`config.mk`:
```
export PLATFORM = sky130hd
export DESIGN_NAME = ddr_init_regs
export DESIGN_NICKNAME = d
export VERILOG_FILES = /design/src/rtl/ddr_init_regs.sv
export SDC_FILE = /design/constraint.sdc
export NUM_CORES = 1
export LEC_CHECK = 0
export BUFFER_PORTS_ARGS = -buffer_cell sky130_fd_sc_hd__buf_2
export CORE_MARGIN = 3
export CORE_UTILIZATION = 67
export CTS_CLUSTER_DIAMETER = 60
export DETAILED_ROUTE_END_ITERATION = 6
export GPL_ROUTABILITY_DRIVEN = 0
export PLACE_DENSITY = 0.85
export SLEW_MARGIN = 20
export SYNTH_ARGS = -nofsm -noshare
export SYNTH_HDL_FRONTEND = slang
export SYNTH_SLANG_ARGS = --single-unit
```
`constraint.sdc`:
```
create_clock -name clk -period 8.4 [get_ports clk]
set_input_delay 1.68 -clock clk [delete_from_list [all_inputs] [get_ports clk]]
set_output_delay 1.68 -clock clk [all_outputs]
set_load 0.05 [all_outputs]
```
`src/rtl/ddr_init_regs.sv`:
```
module ddr_init_regs #(
  parameter int          ADDR_W    = 12,
  parameter int          NUM_STORE = 18,
  parameter logic [31:0] REV_CODE  = 32'h0000_0100
) (
  input  logic              clk,
  input  logic              rst,
  input  logic              boot_keep,
  input  logic [ADDR_W-1:0] addr,
  input  logic              wr_en,
  input  logic              rd_en,
  input  logic [31:0]       wdata,
  output logic [31:0]       rdata,
  output logic              err,
  output logic              mem_en
);
  localparam int IDX_W = ADDR_W - 2;
  localparam int SW    = (NUM_STORE > 1) ? $clog2(NUM_STORE) : 1;
  localparam logic [IDX_W-1:0] CFG_I   = IDX_W'(0);
  localparam logic [IDX_W-1:0] STS_I   = IDX_W'(1);
  localparam logic [IDX_W-1:0] FIRST_I = IDX_W'(2);
  localparam logic [IDX_W-1:0] LAST_I  = IDX_W'(2 + NUM_STORE - 1);
  localparam logic [IDX_W-1:0] REV_I   = IDX_W'(2 + NUM_STORE);

  logic [IDX_W-1:0] idx;
  logic             legal, in_store, wr_ok;
  logic [SW-1:0]    sidx;
  logic [15:0]      cfg_q;
  logic [5:0]       sts_q;
  logic             done_q;
  logic [31:0]      store_q [NUM_STORE];

  assign idx      = addr[ADDR_W-1:2];
  assign legal    = (addr[1:0] == 2'b00) && (idx <= REV_I);
  assign in_store = (idx >= FIRST_I) && (idx <= LAST_I);
  assign sidx     = SW'(idx - FIRST_I);
  assign wr_ok    = wr_en && legal && !rst;
  assign err      = (wr_en || rd_en) && !legal;

  always_ff @(posedge clk) begin
    if (rst) begin
      cfg_q  <= '0;
      sts_q  <= '0;
      done_q <= 1'b0;
      mem_en <= mem_en && boot_keep;
    end else if (wr_ok && idx == CFG_I) begin
      cfg_q <= wdata[15:0];
    end else if (wr_ok && idx == STS_I) begin
      if (!mem_en && wdata[0]) begin
        sts_q  <= {wdata[5:1], 1'b0};
        done_q <= 1'b1;
        mem_en <= 1'b1;
      end else begin
        sts_q <= wdata[5:0];
      end
    end
  end

  for (genvar g = 0; g < NUM_STORE; g++) begin : g_store
    always_ff @(posedge clk) begin
      if (rst)
        store_q[g] <= '0;
      else if (wr_ok && in_store && sidx == SW'(g))
        store_q[g] <= wdata;
    end
  end

  always_comb begin
    rdata = '0;
    if (legal) begin
      if (idx == CFG_I)
        rdata = {16'h0, cfg_q};
      else if (idx == STS_I)
        rdata = {23'h0, done_q | mem_en, 2'b00, sts_q};
      else if (in_store)
        rdata = store_q[sidx];
      else if (idx == REV_I)
        rdata = REV_CODE;
    end
  end
endmodule


```
==> impl_metrics.yaml, run 1 <==
logic_synthesis:
  synth_compound_area_share_pct: 2.21
  synth_area_leaders: "edfxtp_1, mux4_2, and2_1, clkbuf_1, dfxtp_1"
  syn_area_um2: 27600
  synth.area.mux_share_pct: 12.7
  netlist.top_cell.by_area: "edfxtp_1"
  netlist_instances: 1897
  synthSimpleGateAreaFrac_pct: 18.0
  yosys.area.top_type_share_pct: 62.8
  syn-num-nets: 1948
  synth_flop_cell: "edfxtp_1"
  synth_seq_cells: 600
  syn_avg_cell_area_um2: 14.5
  synth_top_family_by_area: "simple AND/OR/NAND/NOR gates"
  synth-xor-area-share_pct: 0.0907
  yosysWarningCount: 0
  ys_types: 49
  yosysSeqAreaShare_pct: 64.5
  ys_async_sr_fraction_pct: 0
  synth_fa_ha_area_share_pct: 0.0907
  synth-edff-count: 577
placed_design:
  portBuffers: 82
  hpwl_mm: 40.5
  place_inst: 2377
  dpl_cell_area_um2: 28400
  place_ws_ns: 2.01
clock_network:
  clockBufferDepth: 3
  postCtsSetupBuffers: 0
  cts_sinks: 600
  cts_hold_buffers: 0
  clk_pin_slew_worst_paths_ns: 0.06
  htreeDepth: 2
  cts_made_buffers: 57
  clockRootBuffer: "clkbuf_16"
  post_cts_resized: 0
  cts_tree: "done"
  insertion_delay_ns: 0.60
floorplan:
  core_area_um2: 40200
  rows: 73
  die_w_um: 209
  boundaryPins: 83
  die_h_um: 209
  initial_utilization_pct: 68.6
  die-area_um2: 43600
setup_path:
  arrival_ns: 4.78
  crit_type: "in -> out"
  startpoint_type: "input port"
  crit_fanout: 52
  endpoint_kind: "output pin"
  crit_required_ns: 6.72
global_route:
  met1_usage_pct: 47.4
  grt_use_met3_pct: 7.93
  grt_max_degree: 69
  grt_use_met2_pct: 53.7
  antenna_found_initial: 9
  track_usage_pct: 34.6
  busiest_layer: "met2"
  grt_pass1_vias: 17600
  grt_pass1_wl_mm: 111
  overflow: 0
power:
  leakage_nw: 10.5
  power.total_mw: 6.55
  pwr-share-comb_pct: 8.0
  ir_worst_vdd_mv: 0.130
  clock_power_share_pct: 39.2
  p_int_mw: 5.06
  p_per_area_nw_per_um2: 216
  swShare_pct: 22.7
  pwr-share-seq_pct: 52.8
  switching_power_mw: 1.49
route:
  firstDrtPassIters: 6
  wire_per_inst_um: 30.0
  ant_nets: 0
  via_count: 17400
  viasPerCell: 6.98
  initialDrtViolationCount: 2781
  drc: 0
  finalWirelength_mm: 74.6
timing:
  max_clock_freq_ghz: 0.155
  rsz0062_at_grt: "no"
  drv_slew: 0
  min_period_ns: 6.46
  slew_headroom_pct: 24.2
  setup_tns_ns: 0
  skew_ns: 0.00169
  setup_viol: 0
  whs_ns: 0.485
  worst_pin_slew_ns: 1.14
  hold_viol: 0
  post-route-period-util_pct: 76.9
  setup_slack_ns: 1.94
flow_run:
  drv_cap: 0
finish:
  syn2layout_area_growth_pct: 9.87
  instances_no_fill: 2489
  finish.instance_area_um2: 30300
  mostFrequentLayoutCell: "edfxtp_1"
  final_cell_mix: "edfxtp_1, and2_1, mux4_2, nand2_1, buf_2"
  fin_util_pct: 75.4
  final_nets: 1962
  drive_gt1_share_pct: 20.1
run_status:
  status: "finished, final reports clean"
hold_path:
  min_path_type: "reg -> reg"
-- registers in the layout, indices dropped and copies added, names as in the netlist --
| signal | count |
|---|---|
| store_q | 576 |
| cfg_q | 16 |
| sts_q | 6 |
| done_q | 1 |
| mem_en | 1 |
-- worst max-delay path, stage by stage --
cell and delay, ns:
buf_6 0.47, inv_1 0.24, ha_4 0.27, xnor2_4 0.55
buf_12 0.34, mux4_2 0.56, a21oi_1 0.35, nor2_1 0.07
buf_2 0.22
-- Yosys cell counts, types with 2 or more instances --
library cell,instances
nand3b_1,14
and2_1,502
a211oi_1,6
mux2i_1,25
nor3_4,3
o21ai_0,38
inv_1,8
nor4_1,43
or2_2,21
mux4_2,144
a21oi_1,32
clkbuf_1,124
nor3b_1,2
nor2_1,60
nand2_1,98
dfxtp_1,23
nor3_2,5
ha_1,2
nand4_1,8
nand2b_1,17
a31oi_1,10
or3_1,2
edfxtp_1,577
o211ai_1,2
o22ai_1,2
nor3_1,44
nor2_2,5
o2111a_1,6
nand3_1,17
buf_2,22
buf_1,17
-- final cells by class --
type,count,area [um^2]
Sequential cell,600,17800
Fill cell,2141,9890
Multi-Input combinational cell,1124,9230
Clock buffer,71,1520
Timing Repair Buffer,119,729
Tap cell,525,657
Clock inverter,36,327
Inverter,9,33.8
Antenna cell,5,12.5
-- worst paths after layout --
| check | cells after the start | endpoint | slack, ns | start |
|---|---|---|---|---|
| setup / recovery | 9 | rdata[17] | 1.94 | addr[3] |
| hold / removal | 2 | cfg_q[4]$_SDFFE_PP0P_ | 0.48 | cfg_q[4]$_SDFFE_PP0P_ |
| setup reg to reg | 2 | mem_en$_SDFFCE_PN1P_ | 7.12 | mem_en$_SDFFCE_PN1P_ |
| hold reg to reg | 2 | cfg_q[4]$_SDFFE_PP0P_ | 0.48 | cfg_q[4]$_SDFFE_PP0P_ |
-- routing by layer --
layer	wire length, um	up-vias
li1	-	7037
met1	25300	8618
met2	35500	1425
met3	9900	283
met4	3750	6
met5	37	-
-- kinds of logic (layout without fill, tap and decap cells) --
family / after synthesis / after routing
and+or+nand+nor: 848 / 848
DFF: 600 / 600
buffers and inverters: 173 / 235
muxes: 169 / 169
AOI/OAI and AO/OA: 103 / 103
adders and majority gates: 2 / 2
xor gates and xnor gates: 2 / 2
other: 0 / 5
-- power groups by stage --
| stage | clock network (mW) | logic, mW | registers, mW |
|---|---|---|---|
| CTS | 2.57 | 0.513 | 3.46 |
| finish | 2.57 | 0.525 | 3.46 |
| detailed placement | 0 | 0.506 | 3.52 |
| global placement | 0 | 0.498 | 3.50 |
| floorplan | 0 | 0.332 | 3.50 |
| global route | 2.68 | 0.546 | 3.47 |
(Power assumes the default switching activity.)
==> run 2: changes to the inputs <==
CORE_UTILIZATION = 56   (was 67)
PLACE_DENSITY = 0.76   (was 0.85)
clock period = 5.8 ns   (was 8.4 ns; I/O delays follow)
==> impl_metrics.yaml, run 2 (same netlist as run 1, synthesis figures left out) <==
power:
  switching_power_mw: 2.16
  p_per_area_nw_per_um2: 310
  ir_worst_vdd_mv: 0.241
  pwr-share-comb_pct: 8.3
  clock_power_share_pct: 39.4
  p_int_mw: 7.39
  swShare_pct: 22.6
  pwr-share-seq_pct: 52.3
  leakage_nw: 10.7
timing:
  drv_slew: 0
  min_period_ns: 4.94
  max_clock_freq_ghz: 0.202
  post-route-period-util_pct: 85.2
  setup_tns_ns: 0
  slew_headroom_pct: 42.6
  worst_pin_slew_ns: 0.861
  rsz0062_at_grt: "no"
  setup_viol: 0
  skew_ns: 0.000330
  hold_viol: 0
floorplan:
  die_w_um: 228
  initial_utilization_pct: 57.3
  core_area_um2: 48100
  die-area_um2: 51900
  die_h_um: 228
  rows: 80
  boundaryPins: 83
setup_path:
  arrival_ns: 3.78
  crit_fanout: 73
  crit_required_ns: 4.64
  endpoint_kind: "output pin"
  crit_type: "in -> out"
  startpoint_type: "input port"
route:
  wire_per_inst_um: 27.9
  wl_met3_mm: 8.99
  initialDrtViolationCount: 2542
  ant_nets: 0
  top_layer: "met5"
  drc: 0
  wl_met1_mm: 27.2
  viasPerCell: 6.44
  met2_length_mm: 35.1
  finalWirelength_mm: 73.8
  via_count: 17100
  firstDrtPassIters: 6
finish:
  multi_input_area_um2: 9210
  finish.instance_area_um2: 30900
  drive_gt1_share_pct: 21.5
  final_cell_mix: "edfxtp_1, and2_1, mux4_2, nand2_1, buf_2"
  syn2layout_area_growth_pct: 11.9
  regArea_um2: 17800
  fin_util_pct: 64.1
  nFillCells: 3297
  largest_register: "store_q"
  mostFrequentLayoutCell: "edfxtp_1"
  instances_no_fill: 2649
  reg_top3: "store_q: 576 flops, cfg_q: 16 flops, sts_q: 6 flops"
  final_nets: 1995
  largest_reg_flops: 576
clock_network:
  postCtsSetupBuffers: 0
  cts_made_buffers: 58
  htreeDepth: 2
  clockRootBuffer: "clkbuf_16"
  clk_pin_slew_worst_paths_ns: 0.06
  post_cts_resized: 0
  clockBufferDepth: 3
  cts_sinks: 600
  cts_hold_buffers: 0
  insertion_delay_ns: 0.62
  cts_tree: "done"
global_route:
  grt_pass1_vias: 16800
  overflow: 0
  antenna_found_initial: 4
  track_usage_pct: 28.4
  grt_pass1_wl_mm: 110
  grt_max_degree: 74
placed_design:
  portBuffers: 82
  place_inst: 2540
  dpl_cell_area_um2: 29000
  hpwl_mm: 44.3
run_status:
  status: "finished, final reports clean"
flow_run:
  drv_cap: 0
hold_path:
  min_path_type: "reg -> reg"
-- run 2: cell types whose count changed in the layout (fill, tap and decap cells not counted), sizes merged --
cell / previous run / this run
buf: 119 / 151
clkbuf: 71 / 76
clkinv: 29 / 26
diode: 5 / 2
bufinv: 6 / 5
clkinvlp: 1 / 0
-- run 2: metal layers --
metal  vias up  track usage, %
met1      8590            39.1
met4         2            9.73
met2      1192            45.4
met3       198            6.50
li1       7084               -
met5         -               0
-- run 2: worst paths after layout --
| check | start | depth (start not counted) | slack, ns | to |
|---|---|---|---|---|
| setup / recovery | addr[3] | 7 | 0.86 | rdata[27] |
| hold / removal | cfg_q[15]$_SDFFE_PP0P_ | 2 | 0.48 | cfg_q[15]$_SDFFE_PP0P_ |
| setup reg to reg | mem_en$_SDFFCE_PN1P_ | 2 | 4.62 | mem_en$_SDFFCE_PN1P_ |
| hold reg to reg | cfg_q[15]$_SDFFE_PP0P_ | 2 | 0.48 | cfg_q[15]$_SDFFE_PP0P_ |
-- run 2: area by class of cell --
cell class                      count  share of cell area, %
Timing Repair Buffer              151                   3.63
Antenna cell                        2                 0.0162
Sequential cell                   600                   57.6
Clock inverter                     31                  0.868
Clock buffer                       76                   5.22
Multi-Input combinational cell   1124                   29.9
Tap cell                          656                   2.66
Inverter                            9                  0.109
-- run 2: power groups by stage --
stage	clock network, mW	logic [mW]	registers, mW
4_1_cts	3.78	0.782	5.00
6_report	3.77	0.793	5.00
3_5_place_dp	0	0.779	5.09
5_1_grt	3.94	0.828	5.01
3_3_place_gp	0	0.773	5.07
2_1_floorplan	0	0.481	5.06
-- run 2: worst max-delay path: stages --
cell and delay (ns):
buf_6 0.33, buf_12 0.44, or4_1 0.27, nand3_1 0.62, buf_4 0.44, nor2_1 0.13, buf_2 0.29
-- run 2: per-stage QoR --
step                setup WS [ns]  hold slack, ns  total power, mW
detailed placement          0.889           0.470             5.87
finish                      0.861           0.479             9.56
floorplan                  0.0209           0.442             5.54
CTS                         0.890           0.482             9.56
global route                0.715           0.510             9.78
global placement            0.913           0.460             5.84
==> run 3: changes to the inputs <==
ABC_AREA = 1   (was not set)
==> impl_metrics.yaml, run 3 <==
run_status:
  status: "finished, final reports clean"
logic_synthesis:
  syn-num-nets: 2276
  yosysMostFrequentCell: "nor2_1"
  synth-edff-count: 577
  synth_area_leaders: "edfxtp_1, nor2_1, o22ai_1, o21ai_0, nand2_1"
  synth_flop_cell: "edfxtp_1"
  ys_types: 32
  syn_avg_cell_area_um2: 11.4
  netlist.top_cell.by_area: "edfxtp_1"
  yosysWarningCount: 0
  ys_async_sr_fraction_pct: 0
  synth.top_cells.by_count: "nor2_1, edfxtp_1, o22ai_1"
  syn_area_um2: 25400
  synth_seq_cells: 600
  yosysSeqAreaShare_pct: 70.1
  netlist_instances: 2225
  yosys.area.top_type_share_pct: 68.3
setup_path:
  startpoint_type: "input port"
  crit_path_end: "rdata[0]"
  endpoint_kind: "output pin"
  critPathLaunch: "addr[3]"
  r2r_slack_ns: 4.79
  timing.rr.start: "mem_en$_SDFFCE_PN1P_"
  crit_required_ns: 4.64
  reg2reg_depth: 3
  arrival_ns: 4.04
  crit_fanout: 24
  r2r_end: "mem_en$_SDFFCE_PN1P_"
  crit_type: "in -> out"
timing:
  skew_ns: 0.00148
  hold_viol: 0
  rsz0062_at_grt: "no"
  drv_slew: 0
  max_clock_freq_ghz: 0.192
  worst_pin_slew_ns: 1.14
  min_period_ns: 5.20
  setup_tns_ns: 0
  post-route-period-util_pct: 89.7
  setup_viol: 0
  slew_headroom_pct: 23.7
finish:
  largest_reg_flops: 576
  reg_top3: "store_q: 576 flops, cfg_q: 16 flops, sts_q: 6 flops"
  drive_gt1_share_pct: 11.5
  fin_util_pct: 63.0
  mostFrequentLayoutCell: "nor2_1"
  nFillCells: 3333
  final_nets: 2285
  final_cell_mix: "nor2_1, edfxtp_1, o22ai_1, o21ai_0, nand2_1"
  syn2layout_area_growth_pct: 10.5
  largest_register: "store_q"
floorplan:
  boundaryPins: 83
  core_area_um2: 44500
  die-area_um2: 47900
  initial_utilization_pct: 57.0
  die_w_um: 219
  rows: 77
  die_h_um: 219
clock_network:
  postCtsSetupBuffers: 0
  cts_sinks: 600
  clockRootBuffer: "clkbuf_16"
  insertion_delay_ns: 0.58
  htreeDepth: 2
  clk_pin_slew_worst_paths_ns: 0.06
  cts_tree: "done"
  cts_made_buffers: 55
  post_cts_resized: 0
  cts_hold_buffers: 0
  clockBufferDepth: 3
power:
  clock_power_share_pct: 38.5
  pwr-share-seq_pct: 54.4
  switching_power_mw: 2.13
  ir_worst_vdd_mv: 0.288
  leakage_nw: 10.2
  p_int_mw: 7.07
  pwr-share-comb_pct: 7.1
  swShare_pct: 23.1
  p_per_area_nw_per_um2: 328
route:
  firstDrtPassIters: 6
  drc: 0
  wire_per_inst_um: 25.8
  initialDrtViolationCount: 3217
  via_count: 18700
  ant_nets: 0
  finalWirelength_mm: 74.0
  viasPerCell: 6.52
hold_path:
  min_path_type: "reg -> reg"
  hp-start: "done_q$_SDFFE_PP0P_"
global_route:
  antenna_found_initial: 0
  overflow: 0
  grt_pass1_wl_mm: 109
  track_usage_pct: 30.5
  grt_pass1_vias: 18200
  grt_max_degree: 73
placed_design:
  portBuffers: 82
  hpwl_mm: 42.0
flow_run:
  drv_cap: 0
run 3: cell count changes in the layout (fill, tap and decap cells not counted), moves of 43 or more:
| cell | change |
|---|---|
| and2_1 | -502 |
| mux4_2 | -144 |
| nor2_1 | +597 |
| nor3_1 | -43 |
| o21ai_0 | +155 |
| o22ai_1 | +238 |
run 3: stage by stage:
step	hold slack, ns	power [mW]	cells	instance area [um^2]	worst slack [ns]
floorplan	0.430	5.43	2225	25400	1.32
global placement	0.455	5.70	2769	26300	0.757
detailed placement	0.452	5.72	2769	26300	0.704
CTS	0.461	9.17	2870	28000	0.690
global route	0.502	9.40	2870	28000	0.492
finish	0.467	9.20	2871	28000	0.600
run 3: critical path, stage by stage:
cell and delay (ns):
buf_2 0.25, inv_2 0.17, ha_1 0.44, inv_1 0.15
nor2_4 0.67, buf_4 0.39, o21ai_0 0.13, nand2_1 0.08
o21ai_0 0.16, nand3_1 0.13, a21oi_1 0.07, buf_2 0.21
run 3: power by group through the flow:
stage / logic, mW / registers, mW / clock network, mW
finish: 0.652 / 5.00 / 3.55
global placement: 0.618 / 5.08 / 0
floorplan: 0.356 / 5.08 / 0
global route: 0.680 / 5.02 / 3.70
detailed placement: 0.627 / 5.09 / 0
CTS: 0.633 / 5.00 / 3.54
run 3: routing by layer:
layer  global-route usage (%)  up-vias  wire, um
met5                        0        -         0
met4                     15.7        0      4170
met3                     7.17      284      9860
met2                     48.0     1473     34400
met1                     39.9     9029     25600
li1                         -     7943         -
run 3: cells by family (layout without fill, tap and decap cells):
logic type,Yosys count,count (layout),share of synthesized area [%]
fa+ha+maj,2,2,0.0986
simple gates,887,887,14.3
buf+inv,251,304,4.65
flops,600,600,70.1
compound gates,483,483,10.8
xor+xnor,2,2,0.0690
other cells,0,1,0
run 3: worst min path at each step:
stage	end	slack (ns)	cells after the start
2_1_floorplan	done_q$_SDFFE_PP0P_	0.43	2
3_3_place_gp	done_q$_SDFFE_PP0P_	0.45	2
3_5_place_dp	done_q$_SDFFE_PP0P_	0.45	2
4_1_cts	done_q$_SDFFE_PP0P_	0.46	2
5_1_grt	done_q$_SDFFE_PP0P_	0.50	2
6_report	done_q$_SDFFE_PP0P_	0.47	2
run 3: layout make-up:
| cell class | count | area, um^2 | share of cell area, % |
|---|---|---|---|
| multi-input combinational | 1374 | 6520 | 23.3 |
| timing repair buffer | 135 | 998 | 3.56 |
| antenna | 1 | 2.50 | 0.00893 |
| inverter | 68 | 255 | 0.910 |
| clock inverter | 20 | 171 | 0.611 |
| clock buffer | 81 | 1560 | 5.55 |
| sequential | 600 | 17800 | 63.4 |
| tap | 592 | 741 | 2.64 |
